===== src/rtl/snap_pkg.sv =====
// Package: shared types of the status snapshot controller.
// Assumes: nothing beyond IEEE 1800-2017.
package snap_pkg;
    // The two requests that can start a copy.
    typedef struct packed {
        logic wr_req;
        logic irq_req;
    } snap_trig_t;
endpackage


===== src/rtl/snap_wr_decode.sv =====
// Module: snap_wr_decode
// Purpose: recognises a bus write to the latch address. The data bus is
//          not looked at; only the strobe and the address matter.
// Assumes: wr_en is a single-cycle strobe in the clk domain.
module snap_wr_decode #(
    parameter int ADDR_W                 = 8,
    parameter logic [ADDR_W-1:0] LATCH_ADDR = 8'h80
) (
    input  logic              wr_en,
    input  logic [ADDR_W-1:0] wr_addr,
    output logic              latch_hit
);
    // Address match, qualified by the strobe.
    always_comb begin
        latch_hit = wr_en && (wr_addr == LATCH_ADDR);
    end
endmodule


===== src/rtl/snap_irq_edge.sv =====
// Module: snap_irq_edge
// Purpose: selects the local or the shared interrupt line, passes it through
//          SYNC_STAGES flops, and flags one cycle for each low-to-high change.
// Assumes: the interrupt lines may be asynchronous to clk; SYNC_STAGES >= 1.
module snap_irq_edge #(
    parameter int SYNC_STAGES = 2
) (
    input  logic clk,
    input  logic rst_n,
    input  logic irq_local,
    input  logic irq_shared,
    input  logic irq_src_sel,
    output logic irq_rise
);
    logic                   irq_sel;
    logic [SYNC_STAGES-1:0] sync_q;
    logic                   prev_q;

    // Source selection: 1 follows the shared line.
    always_comb begin
        irq_sel = irq_src_sel ? irq_shared : irq_local;
    end

    // Synchronizer chain, one flop per stage.
    for (genvar g = 0; g < SYNC_STAGES; g++) begin : g_sync
        if (g == 0) begin : g_first
            always_ff @(posedge clk) begin
                if (!rst_n) sync_q[0] <= 1'b0;
                else        sync_q[0] <= irq_sel;
            end
        end else begin : g_next
            always_ff @(posedge clk) begin
                if (!rst_n) sync_q[g] <= 1'b0;
                else        sync_q[g] <= sync_q[g-1];
            end
        end
    end

    // Previous synchronized level, used for the edge comparison.
    always_ff @(posedge clk) begin
        if (!rst_n) prev_q <= 1'b0;
        else        prev_q <= sync_q[SYNC_STAGES-1];
    end

    // A rise is a high level now after a low level one cycle earlier.
    always_comb begin
        irq_rise = sync_q[SYNC_STAGES-1] && !prev_q;
    end

    // A rise lasts a single cycle, so a held-high line gives no second copy.
    assert_single_rise_R5: assert property (@(posedge clk) disable iff (!rst_n)
        irq_rise |=> !irq_rise);
endmodule


===== src/rtl/snap_bank.sv =====
// Module: snap_bank
// Purpose: holds NUM_REGS status registers and loads all of them from the
//          live bits, in the same cycle, when snap_en is high.
// Assumes: live_status is stable in the clk domain around a copy.
module snap_bank #(
    parameter int NUM_REGS = 4,
    parameter int REG_W    = 16,
    localparam int BUS_W   = NUM_REGS * REG_W
) (
    input  logic             clk,
    input  logic             rst_n,
    input  logic             snap_en,
    input  logic [BUS_W-1:0] live_status,
    output logic [BUS_W-1:0] held_status
);
    // One register slice per status word.
    for (genvar r = 0; r < NUM_REGS; r++) begin : g_reg
        always_ff @(posedge clk) begin
            if (!rst_n)       held_status[r*REG_W +: REG_W] <= '0;
            else if (snap_en) held_status[r*REG_W +: REG_W] <= live_status[r*REG_W +: REG_W];
        end
    end

    // Without a copy request the held registers must not move.
    assert_hold_no_snap_R2: assert property (@(posedge clk) disable iff (!rst_n)
        !snap_en |=> $stable(held_status));
endmodule


===== src/rtl/snap_rd_mux.sv =====
// Module: snap_rd_mux
// Purpose: returns the held register addressed by rd_addr, or 0 when the
//          address falls outside the register window.
// Assumes: RD_BASE + NUM_REGS fits in ADDR_W bits.
module snap_rd_mux #(
    parameter int NUM_REGS             = 4,
    parameter int REG_W                = 16,
    parameter int ADDR_W               = 8,
    parameter logic [ADDR_W-1:0] RD_BASE = 8'h90,
    localparam int BUS_W               = NUM_REGS * REG_W
) (
    input  logic [ADDR_W-1:0] rd_addr,
    input  logic [BUS_W-1:0]  held_status,
    output logic [REG_W-1:0]  rd_data
);
    logic [NUM_REGS-1:0] hit;

    // One address comparator per register.
    for (genvar r = 0; r < NUM_REGS; r++) begin : g_hit
        always_comb begin
            hit[r] = (rd_addr == RD_BASE + ADDR_W'(r));
        end
    end

    // AND-OR selection of the addressed word.
    always_comb begin
        rd_data = '0;
        for (int r = 0; r < NUM_REGS; r++) begin
            rd_data = rd_data | (held_status[r*REG_W +: REG_W] & {REG_W{hit[r]}});
        end
    end

    // The comparators are distinct addresses, so at most one may hit.
    always_comb begin
        assert_one_hit_R8: assert ($onehot0(hit));
    end
endmodule


===== src/rtl/stat_snap_ctrl.sv =====
// Module: stat_snap_ctrl (top)
// Purpose: takes a consistent snapshot of the live status bits, on a latch
//          write or on a qualified interrupt rising edge, and serves reads
//          from that snapshot.
// Assumes: the bus is synchronous to clk; interrupt lines may be asynchronous.
module stat_snap_ctrl
    import snap_pkg::*;
#(
    parameter int NUM_REGS                  = 4,
    parameter int REG_W                     = 16,
    parameter int ADDR_W                    = 8,
    parameter int SYNC_STAGES               = 2,
    parameter logic [ADDR_W-1:0] LATCH_ADDR = 8'h80,
    parameter logic [ADDR_W-1:0] RD_BASE    = 8'h90,
    localparam int BUS_W                    = NUM_REGS * REG_W
) (
    input  logic              clk,
    input  logic              rst_n,
    input  logic              wr_en,
    input  logic [ADDR_W-1:0] wr_addr,
    input  logic [ADDR_W-1:0] rd_addr,
    output logic [REG_W-1:0]  rd_data,
    input  logic [BUS_W-1:0]  live_status,
    input  logic              irq_local,
    input  logic              irq_shared,
    input  logic              irq_src_sel,
    input  logic              irq_latch_en,
    output logic              snap_taken,
    output logic              snap_coincide
);
    snap_trig_t       trig;
    logic             latch_hit;
    logic             irq_rise;
    logic             snap_en;
    logic [BUS_W-1:0] held_status;

    snap_wr_decode #(.ADDR_W(ADDR_W), .LATCH_ADDR(LATCH_ADDR)) u_dec (
        .wr_en     (wr_en),
        .wr_addr   (wr_addr),
        .latch_hit (latch_hit)
    );

    snap_irq_edge #(.SYNC_STAGES(SYNC_STAGES)) u_edge (
        .clk         (clk),
        .rst_n       (rst_n),
        .irq_local   (irq_local),
        .irq_shared  (irq_shared),
        .irq_src_sel (irq_src_sel),
        .irq_rise    (irq_rise)
    );

    // Collect both requests; the interrupt one is gated by the enable.
    always_comb begin
        trig.wr_req  = latch_hit;
        trig.irq_req = irq_rise && irq_latch_en;
        snap_en      = trig.wr_req || trig.irq_req;
    end

    snap_bank #(.NUM_REGS(NUM_REGS), .REG_W(REG_W)) u_bank (
        .clk         (clk),
        .rst_n       (rst_n),
        .snap_en     (snap_en),
        .live_status (live_status),
        .held_status (held_status)
    );

    snap_rd_mux #(.NUM_REGS(NUM_REGS), .REG_W(REG_W), .ADDR_W(ADDR_W),
                  .RD_BASE(RD_BASE)) u_rd (
        .rd_addr     (rd_addr),
        .held_status (held_status),
        .rd_data     (rd_data)
    );

    // Flags that report, one cycle later, a copy and a double request.
    always_ff @(posedge clk) begin
        if (!rst_n) begin
            snap_taken    <= 1'b0;
            snap_coincide <= 1'b0;
        end else begin
            snap_taken    <= snap_en;
            snap_coincide <= trig.wr_req && trig.irq_req;
        end
    end

    // A latch write is always followed by a reported copy.
    assert_write_snaps_R1: assert property (@(posedge clk) disable iff (!rst_n)
        latch_hit |=> snap_taken);

    // With the interrupt path disabled and no latch write, no copy follows.
    assert_irq_gated_R4: assert property (@(posedge clk) disable iff (!rst_n)
        (!irq_latch_en && !latch_hit) |=> !snap_taken);

    // A double request is reported together with one copy.
    assert_coincide_single_R7: assert property (@(posedge clk) disable iff (!rst_n)
        snap_coincide |-> snap_taken);

    // A qualified edge is always followed by a reported copy.
    assert_irq_snaps_R3: assert property (@(posedge clk) disable iff (!rst_n)
        (irq_rise && irq_latch_en) |=> snap_taken);
endmodule


===== config.mk =====
export PLATFORM = sky130hd
export DESIGN_NAME = stat_snap_ctrl
export DESIGN_NICKNAME = d
export VERILOG_FILES = /design/src/rtl/snap_pkg.sv /design/src/rtl/snap_wr_decode.sv /design/src/rtl/snap_irq_edge.sv /design/src/rtl/snap_bank.sv /design/src/rtl/snap_rd_mux.sv /design/src/rtl/stat_snap_ctrl.sv
export SDC_FILE = /design/constraint.sdc
export NUM_CORES = 1
export LEC_CHECK = 0
export ABC_AREA = 0
export BUFFER_PORTS_ARGS = -buffer_cell sky130_fd_sc_hd__buf_2
export CAP_MARGIN = 20
export CORE_ASPECT_RATIO = 1.1
export CORE_UTILIZATION = 54
export DETAILED_ROUTE_END_ITERATION = 12
export HOLD_SLACK_MARGIN = 0.03
export PLACE_DENSITY = 0.84
export REMOVE_ABC_BUFFERS = 1
export SYNTH_ARGS = -nofsm -noshare
export SYNTH_HDL_FRONTEND = slang
export SYNTH_SLANG_ARGS = --single-unit

===== constraint.sdc =====
create_clock -name clk -period 3.95 [get_ports clk]
set_input_delay 0.79 -clock clk [delete_from_list [all_inputs] [get_ports clk]]
set_output_delay 0.79 -clock clk [all_outputs]
set_load 0.005 [all_outputs]

Word-level counts from Yosys, hierarchy flattened --
Cells that the tools add are included.
Storage, ports and cells: flip-flop bits (word level) 69, output and inout bits 18, word-level logic and storage cells 28
Operators by class: equal/unequal tests 5, muxes and demuxes 1, bitwise operators 7, reduce and logical (&&, ||, !) cells 6
Operators by type and width (count):
- bitwise AND 16 bit | 4
- bitwise OR 16 bit | 3
- equality test 8 bit (second input constant) | 5
- logical AND 1 bit | 4
- logical NOT 1 bit | 1
- logical OR 1 bit | 1
- 2-to-1 mux 1 bit | 1

Logic depth before layout (Yosys ltp) --
Gate-level depths: netlist of run 1.
depth after elaboration 5, gate-level depth with buffers 6

Hierarchy --
Synthesis of run 1 repeated with hierarchy kept, for this count alone.
Second synthesis, totals: cell total of the unflattened synthesis 262, area total of the unflattened synthesis 3188.1 µm²
Modules (own cells, without submodules):
- snap_bank | instances 1, cells an instance 206, area an instance 2451.1 µm², seq. area each 1281.2 µm²
- snap_rd_mux | instances 1, cells an instance 40, area an instance 548.0 µm², seq. area each 0.0 µm²
- snap_irq_edge | instances 1, cells an instance 8, area an instance 95.1 µm², seq. area each 60.1 µm²
- stat_snap_ctrl | instances 1, cells an instance 5, area an instance 63.8 µm², seq. area each 40.0 µm²
- snap_wr_decode | instances 1, cells an instance 3, area an instance 30.0 µm², seq. area each 0.0 µm²

Least setup slack after synthesis of run 1 --
No wires, ideal clock.
kind input port to output port, start in rd_addr[0], end out rd_data[10], arrival time 1.874 ns, slack 1.286 ns, cell stages on the path 4, cell sequence buf_2 -> buf_4 -> mux4_2 -> nor2b_1
Between the ends: cells in the longest elaborated chain, start to end 5, elaborated cells on any way between the ends 11, classes of those cells 4 x eq/ne; 7 x bitwise
Ends and longest elaborated chain:
- start: declaration | RTL line stat_snap_ctrl.sv:21 | input logic [ADDR_W-1:0] rd_addr,
- equality test 8 bit | RTL line snap_rd_mux.sv:21 | hit[r] = (rd_addr == RD_BASE + ADDR_W'(r));
- bitwise AND 16 bit | RTL line snap_rd_mux.sv:29 | rd_data = rd_data | (held_status[r*REG_W +: REG_W] & {REG_W{hit[r]}});
- bitwise OR 16 bit (2 in series) | RTL line snap_rd_mux.sv:29
- bitwise OR 16 bit * | RTL line snap_rd_mux.sv:29
- end: declaration | RTL line stat_snap_ctrl.sv:22 | output logic [REG_W-1:0] rd_data,
Every way passes the cells marked *; elsewhere a longest branch is shown, timed or not.

Worst setup path in the final report of run 1 --
start in rd_addr[3], end out rd_data[4]
The elaborated chain is that of the path after synthesis.

==> results of run 1 <==
[path summary, 6_finish.rpt]
| check | from | slack (ns) | endpoint | cells past startpoint |
|---|---|---|---|---|
| worst min-delay path | u_edge.sync_q[0] | 0.43 | u_edge.sync_q[1] | 1 |
| worst min register to register | u_edge.sync_q[0] | 0.43 | u_edge.sync_q[1] | 1 |
| worst max register to register | u_edge.prev_q | 2.39 | u_bank.held_status[38] | 5 |
| worst max-delay path | rd_addr[3] | 0.94 | rd_data[4] | 5 |
[metrics by stage]
step                      hold WS [ns]  instances  utilization [%]
after floorplan                  0.412        244                -
after global placement           0.417        424             66.7
after detailed placement         0.421        424             66.7
after CTS                        0.437        440             70.5
after global routing             0.454        440             70.5
final                            0.434        440             70.5
[metal layers]
metal	wire [microns]	up-vias	share of wire, %	global-route usage [%]
met5	0	-	0	0
met4	117	0	2.0	10.0
met3	281	11	4.7	5.64
met2	2980	71	50	35.2
met1	2570	968	43	24.3
li1	-	1101	-	-
[logic make-up after synthesis]
group / count (synthesis) / share of synthesized area (%)
DFF: 69 / 44.2
and+or+nand+nor: 93 / 19.0
muxes: 81 / 32.3
AOI/OAI and AO/OA: 1 / 0.400
buffers and inverters: 19 / 4.04
[layout make-up]
class | instances | area (sq um)
Fill cell | 434 | 1610
Clock buffer | 13 | 169
Tap cell | 75 | 93.8
Multi-Input combinational cell | 175 | 1630
Clock inverter | 3 | 42.5
Sequential cell | 69 | 1380
Timing Repair Buffer | 105 | 541
[sequential cells by signal (all words and copies together), names as in the netlist]
register / count
u_edge.prev_q: 1
snap_coincide: 1
u_bank.held_status: 64
u_edge.sync_q: 2
snap_taken: 1
[critical path: stages]
cell and delay (ns):
buf_2 0.09, nor4b_1 0.28, nand3b_1 0.57, nor2b_1 0.32, buf_2 0.15
[cell usage after synthesis]
master and n:
nor2b_1 82, buf_2 2, clkbuf_1 8, and3b_1 1, mux2i_1 65, nor2_1 1
buf_1 1, nand3_1 1, buf_6 6, nor3_1 1, and2_1 2, nand2_1 1
dfxtp_1 69, nor4b_1 1, buf_4 2, a31oi_2 1, nand3b_1 1, nor4_4 1
and2_0 1, mux4_2 16
[power by group through the flow]
stage          clock network, mW  registers (mW)  logic, mW
3_3_place_gp                   0           0.736      0.129
2_1_floorplan                  0           0.734     0.0693
6_report                   0.595           0.721      0.130
5_1_grt                    0.643           0.722      0.142
4_1_cts                    0.612           0.721      0.132
3_5_place_dp                   0           0.737      0.131
==> impl_metrics.toml, run 1 <==
[outcome]
outcome = "completed"

[die]
fp.dieH_microns = 81.8
core_region_area_sq_um = 5470
initial_core_utilization_pct = 57.2
die_area_sq_um = 6100
rows = 28
num_io_pins = 105
die_wd_microns = 74.6

[grt]
initial_antenna_violation_count = 0
grt_max_degree = 70
number_of_global_route_vias_before_repair = 2053
grt_pass1_wl_mm = 9.28
globalRouteOverflowTotal = 0
groute.usage.overall_pct = 20.8

[placement]
placed_cell_area_sq_um = 3640
hpwlAfterDp_mm = 3.93
placement.setup.worst_slack_ns = 0.920
place.port_buffers = 104
gp_congestion = 0.670

[power_and_ir_drop]
switching_power_uw = 313
power.total_mw = 1.45
power_frac_comb_pct = 9.0
powerDensity_nw_per_um2 = 375
internal_cell_power_mw = 1.13
ir_worst_vdd_uv = 247
share_seq_of_total_power_pct = 49.8
total_leakage_power_nw = 1.94
clkPwrFrac_pct = 41.1
swShare_pct = 21.6

[cts]
tritoncts.num_buffers = 9
clk_pin_slew_worst_paths_ns = 0.07
numClockSinks = 69
postCtsResizedCells = 0
htree_num_levels = 3
tritoncts = "built"
cts_hold_repair.buffers = 0
post-cts-setup-buffer-count = 0
cts_max_path_buffers = 2
insertion_delay_ns = 0.33
cts_root_buf = "clkbuf_8"

[cells_and_area]
syn2layout_area_growth_pct = 23.3
nets = 447
final_cell_mix = "buf_2, nor2b_1, dfxtp_1"
post-route-cell-area_sq_um = 3850
final_common_cell = "buf_2"
antenna-diode-count = 0
drive_above_1_share_pct = 37.8

[synth]
ys_warnings = 0
yosys-top-cells-area = "dfxtp_1, mux2i_1, nor2b_1"
post_synth_num_cell_types = 20
leading_area_contributor_after_synthesis = "dfxtp_1"
synth-seq-cells = 69
synthCells = 263
mappedNetlistArea_sq_um = 3130
avgSynthCellArea_sq_um = 11.9
yosys.area.top_type_share_pct = 44.2
synth_seq_area_share_pct = 44.2

[timing]
timing.clock.skew_ns = 0.00414
fin_hold_viols = 0
timing.final.max_slew_violations = 0
setup-violations-final = 0
fmaxAchievable_ghz = 0.333
min_period_ns = 3.01
fin_crit_sh_pct = 76.1
setup-tns-final_ns = 0
post-route-worst-setup-slack_ns = 0.945
worst_tran_pin_value_ns = 0.907
maxSlewHeadroom_pct = 39.5
rsz_0062_raised_after_global_routing = "false"

[drt]
totalWireLength_mm = 5.95
route.detailed.vias_per_inst = 4.89
via_count = 2151
drt-wirelength-per-cell_microns = 13.5
drc = 0
antenna_left = 0
drt_first_pass_iters = 4
first_iter_violations = 86

[setup_path]
worst-setup-path-type = "in2out"
critical_path_peak_fanout = 16
critical_path_required_ns = 3.16
endpoint_kind = "primary output"
critical_path_arrival_ns = 2.22
start_kind = "input port"

[worst_hold_path]
hold_path.class = "reg2reg"

[flow_run]
drv.max_cap_violation_count = 0
(Power assumes the default switching activity.)
==> run 2, diff against run 1 <==
Settings changed: CORE_UTILIZATION 54 to 50, PLACE_DENSITY 0.84 to 0.78.
Clock period 3.95 ns to 2.96 ns, I/O delays scaled along.
==> run 2 against run 1 <==
  * Non-clock buffer count rose by 2
  * Clock skew rose by 0.00054 ns
  * Routed wire length rose by 0.35%
  * Critical path type unchanged
==> impl_metrics.toml, run 2 (synthesis results as in run 1) <==
[outcome]
outcome = "completed"

[cells_and_area]
stdcell_count = 442
antenna-diode-count = 0
final_common_cell = "buf_2"
multi_input_area_sq_um = 1630
syn2layout_area_growth_pct = 23.4
final-seq-area_sq_um = 1380
largest_reg_flops = 64
largestRegisters = "u_bank.held_status (64), u_edge.sync_q (2)"
regMostFlops = "u_bank.held_status"
final_cell_mix = "buf_2, nor2b_1, dfxtp_1"
drive_above_1_share_pct = 37.8
n_fill_cell = 486
nets = 449

[power_and_ir_drop]
total_leakage_power_nw = 1.95
power_frac_comb_pct = 9.2
ir_worst_vdd_uv = 341
share_seq_of_total_power_pct = 50.6
swShare_pct = 20.9
switching_power_uw = 397
clkPwrFrac_pct = 40.2
powerDensity_nw_per_um2 = 493
power.total_mw = 1.90
internal_cell_power_mw = 1.51

[flow_run]
drv.max_cap_violation_count = 0

[timing]
post-route-worst-setup-slack_ns = 0.492
fin_hold_viols = 0
setup-tns-final_ns = 0
rsz_0062_raised_after_global_routing = "false"
fin_crit_sh_pct = 83.4
timing.clock.skew_ns = 0.00468
timing.final.max_slew_violations = 0
setup-violations-final = 0
worst_tran_pin_value_ns = 0.930
maxSlewHeadroom_pct = 38.0
min_period_ns = 2.47
fmaxAchievable_ghz = 0.405

[worst_hold_path]
hold_path.class = "reg2reg"
worst_hold_startpoint = "u_edge.sync_q[0]"

[cts]
postCtsResizedCells = 0
cts_max_path_buffers = 2
tritoncts.num_buffers = 9
post-cts-setup-buffer-count = 0
cts_hold_repair.buffers = 0
numClockSinks = 69
cts_root_buf = "clkbuf_8"
tritoncts = "built"
clk_pin_slew_worst_paths_ns = 0.06
htree_num_levels = 3
insertion_delay_ns = 0.33

[setup_path]
crit_path_start = "rd_addr[3]"
endpoint_kind = "primary output"
start_kind = "input port"
critical_path_peak_fanout = 10
worst-setup-path-type = "in2out"
worst_r2r_startpoint = "u_edge.prev_q"
critical_path_arrival_ns = 1.88
critical_path_required_ns = 2.37

[grt]
met3_use_gr_pct = 4.62
grt_max_degree = 70
initial_antenna_violation_count = 0
grt_util_met2_pct = 33.6
globalRouteOverflowTotal = 0
fraction_of_met1_tracks_used_by_global_routing_pct = 24.6
groute.usage.overall_pct = 20.3
global_routing_s_busiest_layer = "met2"
grt_pass1_wl_mm = 10.2
number_of_global_route_vias_before_repair = 2248

[placement]
placement.setup.worst_slack_ns = 0.441
gp_congestion = 0.723
hpwlAfterDp_mm = 4.02
numPlacedInstances = 428
place.port_buffers = 104

[drt]
antenna_left = 0
first_iter_violations = 108
route.detailed.vias_per_inst = 4.96
drt-wirelength-per-cell_microns = 13.5
totalWireLength_mm = 5.97
via_count = 2191
drt_first_pass_iters = 4
drc = 0

[die]
num_io_pins = 105
core_region_area_sq_um = 5910
fp.dieH_microns = 84.9
die_wd_microns = 77.4
rows = 29
initial_core_utilization_pct = 52.9
die_area_sq_um = 6570
[run 2: cell types whose count changed in the layout (fill, tap and decap cells not counted), sizes merged]
cell,change
buf,+2
clkinvlp,-1
clkinv,-1
[run 2: final timing paths]
path	to	slack, ns	depth (start not counted)
max	rd_data[13]	0.49	6
min	u_edge.sync_q[1]	0.43	1
max reg2reg	u_bank.held_status[56]	1.41	5
min reg2reg	u_edge.sync_q[1]	0.43	1
[run 2: stage by stage]
| step | instance area, sq um | hold WS [ns] | util, % |
|---|---|---|---|
| 2_1_floorplan | 3000 | 0.412 | - |
| 3_3_place_gp | 3660 | 0.414 | 61.9 |
| 3_5_place_dp | 3660 | 0.423 | 61.9 |
| 4_1_cts | 3860 | 0.439 | 65.3 |
| 5_1_grt | 3860 | 0.455 | 65.3 |
| 6_report | 3860 | 0.435 | 65.3 |
[run 2: critical path, cell delays in order]
cell      delay [ns]
buf_2           0.10
nor4b_1         0.32
nand3b_1        0.31
buf_4           0.29
nor2b_1         0.13
buf_2           0.13
[run 2: power groups by stage]
stage / Sequential, mW / Clock [mW] / Combinational (mW)
2_1_floorplan: 0.979 / 0 / 0.0925
3_3_place_gp: 0.982 / 0 / 0.175
3_5_place_dp: 0.983 / 0 / 0.177
4_1_cts: 0.962 / 0.788 / 0.178
5_1_grt: 0.964 / 0.833 / 0.193
6_report: 0.962 / 0.765 / 0.175
[run 2: cell type report]
cell class,count,area share [%]
repair buffers,107,14.4
multi-input cells,175,42.2
well taps,77,2.50
clock inverters,1,0.778
clock buffers,13,4.38
flip-flops and latches,69,35.8
[run 2: metal layers]
| metal | share of wire (%) | up-vias |
|---|---|---|
| met1 | 46 | 1003 |
| met4 | 2.4 | 0 |
| met3 | 4.9 | 12 |
| met2 | 47 | 71 |
| li1 | - | 1105 |
| met5 | 0 | - |
==> run 3, diff against run 2 <==
Clock period 2.96 ns to 2.5 ns, I/O delays scaled along.
==> run 3 against run 2 <==
  * Combinational power grew 23%
  * Power grew 10%
  * Sequential cell count is the same
  * Critical path depth shrank 1
  * Sequential share of layout area shrank 0.10 points
  * Die area is the same
  * Critical path type unchanged
  * Largest cell class unchanged
  * Largest power group unchanged
  * Highest routed layer unchanged
==> impl_metrics.toml, run 3 (synthesis results as in run 1) <==
[cells_and_area]
syn2layout_area_growth_pct = 23.8
largestRegisters = "u_bank.held_status (64), u_edge.sync_q (2)"
regMostFlops = "u_bank.held_status"
drive_above_1_share_pct = 38.5
final_cell_mix = "buf_2, nor2b_1, dfxtp_1"
n_fill_cell = 489
layout.core_utilization_pct = 65.5
antenna-diode-count = 0
final_common_cell = "buf_2"
nets = 451
largest_reg_flops = 64
post-route-cell-area_sq_um = 3870

[die]
die_area_sq_um = 6570
fp.dieH_microns = 84.9
num_io_pins = 105
core_region_area_sq_um = 5910
die_wd_microns = 77.4
rows = 29
initial_core_utilization_pct = 52.9

[drt]
routed-wl-met3_microns = 314
topRoutingLayerUsed = "met4"
totalWireLength_mm = 5.97
drt_first_pass_iters = 4
met2_wl_mm = 2.89
drt-wirelength-per-cell_microns = 13.4
antenna_left = 0
drc = 0
routedLengthMet1_mm = 2.71
route.detailed.vias_per_inst = 4.98
via_count = 2220
first_iter_violations = 70

[outcome]
outcome = "completed"

[cts]
insertion_delay_ns = 0.33
numClockSinks = 69
tritoncts.num_buffers = 9
clk_pin_slew_worst_paths_ns = 0.07
cts_max_path_buffers = 2
postCtsResizedCells = 0
tritoncts = "built"
post-cts-setup-buffer-count = 0
cts_hold_repair.buffers = 0
htree_num_levels = 3
cts_root_buf = "clkbuf_8"

[timing]
fmaxAchievable_ghz = 0.478
setup-violations-final = 0
fin_hold_viols = 0
maxSlewHeadroom_pct = 67.6
timing.clock.skew_ns = 0.00353
worst_tran_pin_value_ns = 0.486
min_period_ns = 2.09
worst_hold_slack_ns = 0.423
rsz_0062_raised_after_global_routing = "false"
fin_crit_sh_pct = 83.6
timing.final.max_slew_violations = 0
setup-tns-final_ns = 0

[power_and_ir_drop]
total_leakage_power_nw = 1.96
powerDensity_nw_per_um2 = 541
power.total_mw = 2.09
ir_worst_vdd_uv = 376

[grt]
initial_antenna_violation_count = 0
globalRouteOverflowTotal = 0
groute.usage.overall_pct = 19.5
number_of_global_route_vias_before_repair = 2226
grt_max_degree = 70
grt_pass1_wl_mm = 9.83

[setup_path]
endpoint_kind = "primary output"
max_stage_delay_ns = 0.52
critical-path-slowest-cell = "mux4_2"
worstPathBufferInverterCount = 3
crit-reg2reg-capture = "u_bank.held_status[28]"
start_kind = "input port"
worst_r2r_startpoint = "u_edge.prev_q"
critical_path.most_common_cell = "buf_2"
timing.critical_path.max_delay_family = "multiplexers"
worst_r2r_path_depth = 5
path_cells = "buf_2, buf_12, mux4_2, nor2b_1, buf_2"
critical_path_arrival_ns = 1.59
worst-setup-path-type = "in2out"
setup.reg_to_reg.worst_slack_ns = 1.01
critical_path_peak_fanout = 16
critical_path_required_ns = 2.00

[placement]
placed_cell_area_sq_um = 3710
gp_congestion = 0.705
hpwlAfterDp_mm = 4.02
place.port_buffers = 104

[worst_hold_path]
min_delay_path_depth = 3
worst_hold_startpoint = "live_status[51]"
hold_path.class = "in2reg"
hold-path-endpoint = "u_bank.held_status[51]"

[flow_run]
drv.max_cap_violation_count = 0
==> run 3: worst reg2reg max path: cells and delay by family, from the launching register on <==
| kind | cells | cell delay (ns) |
|---|---|---|
| AO/OA/AOI/OAI | 1 | 0.24 |
| buffers and inverters | 1 | 0.29 |
| flip-flops | 1 | 0.30 |
| multiplexers | 1 | 0.28 |
| AND/OR/NAND/NOR | 2 | 0.27 |
==> run 3: cell type report <==
cell class / instances / area (sq um) / area share (%)
clock buffer: 10 / 128 / 3.30
clock inverter: 6 / 30.0 / 0.776
multi-input combinational: 175 / 1630 / 42.0
sequential: 69 / 1380 / 35.7
tap: 77 / 96.3 / 2.49
timing repair buffer: 109 / 608 / 15.7
==> run 3: stage by stage <==
| step | instances | setup WS [ns] |
|---|---|---|
| 2_1_floorplan | 244 | -1.50 |
| 4_1_cts | 446 | 0.401 |
| 3_5_place_dp | 430 | 0.401 |
| 5_1_grt | 446 | 0.354 |
| 3_3_place_gp | 430 | 0.418 |
| 6_report | 446 | 0.410 |
==> run 3: per-layer routing <==
layer | vias to the layer above | track usage, %
met4 | 0 | 8.23
met1 | 1031 | 23.0
met5 | - | 0
li1 | 1112 | -
met2 | 70 | 33.9
met3 | 7 | 4.52
==> run 3: worst max path at each step <==
stage	from	end	slack (ns)	depth (start not counted)
6_report	rd_addr[0]	rd_data[4]	0.41	5
5_1_grt	rd_addr[0]	rd_data[12]	0.35	5
4_1_cts	rd_addr[0]	rd_data[4]	0.40	5
2_1_floorplan	irq_latch_en	u_bank.held_status[0]	-1.50	4
3_3_place_gp	rd_addr[0]	rd_data[12]	0.42	5
3_5_place_dp	rd_addr[0]	rd_data[4]	0.40	5
==> run 3: power by group <==
part / switching, mW / leakage (nW) / internal, mW
Sequential: 0.0122 / 0.559 / 1.13
Combinational: 0.0861 / 1.31 / 0.130
Clock: 0.391 / 0.0894 / 0.349
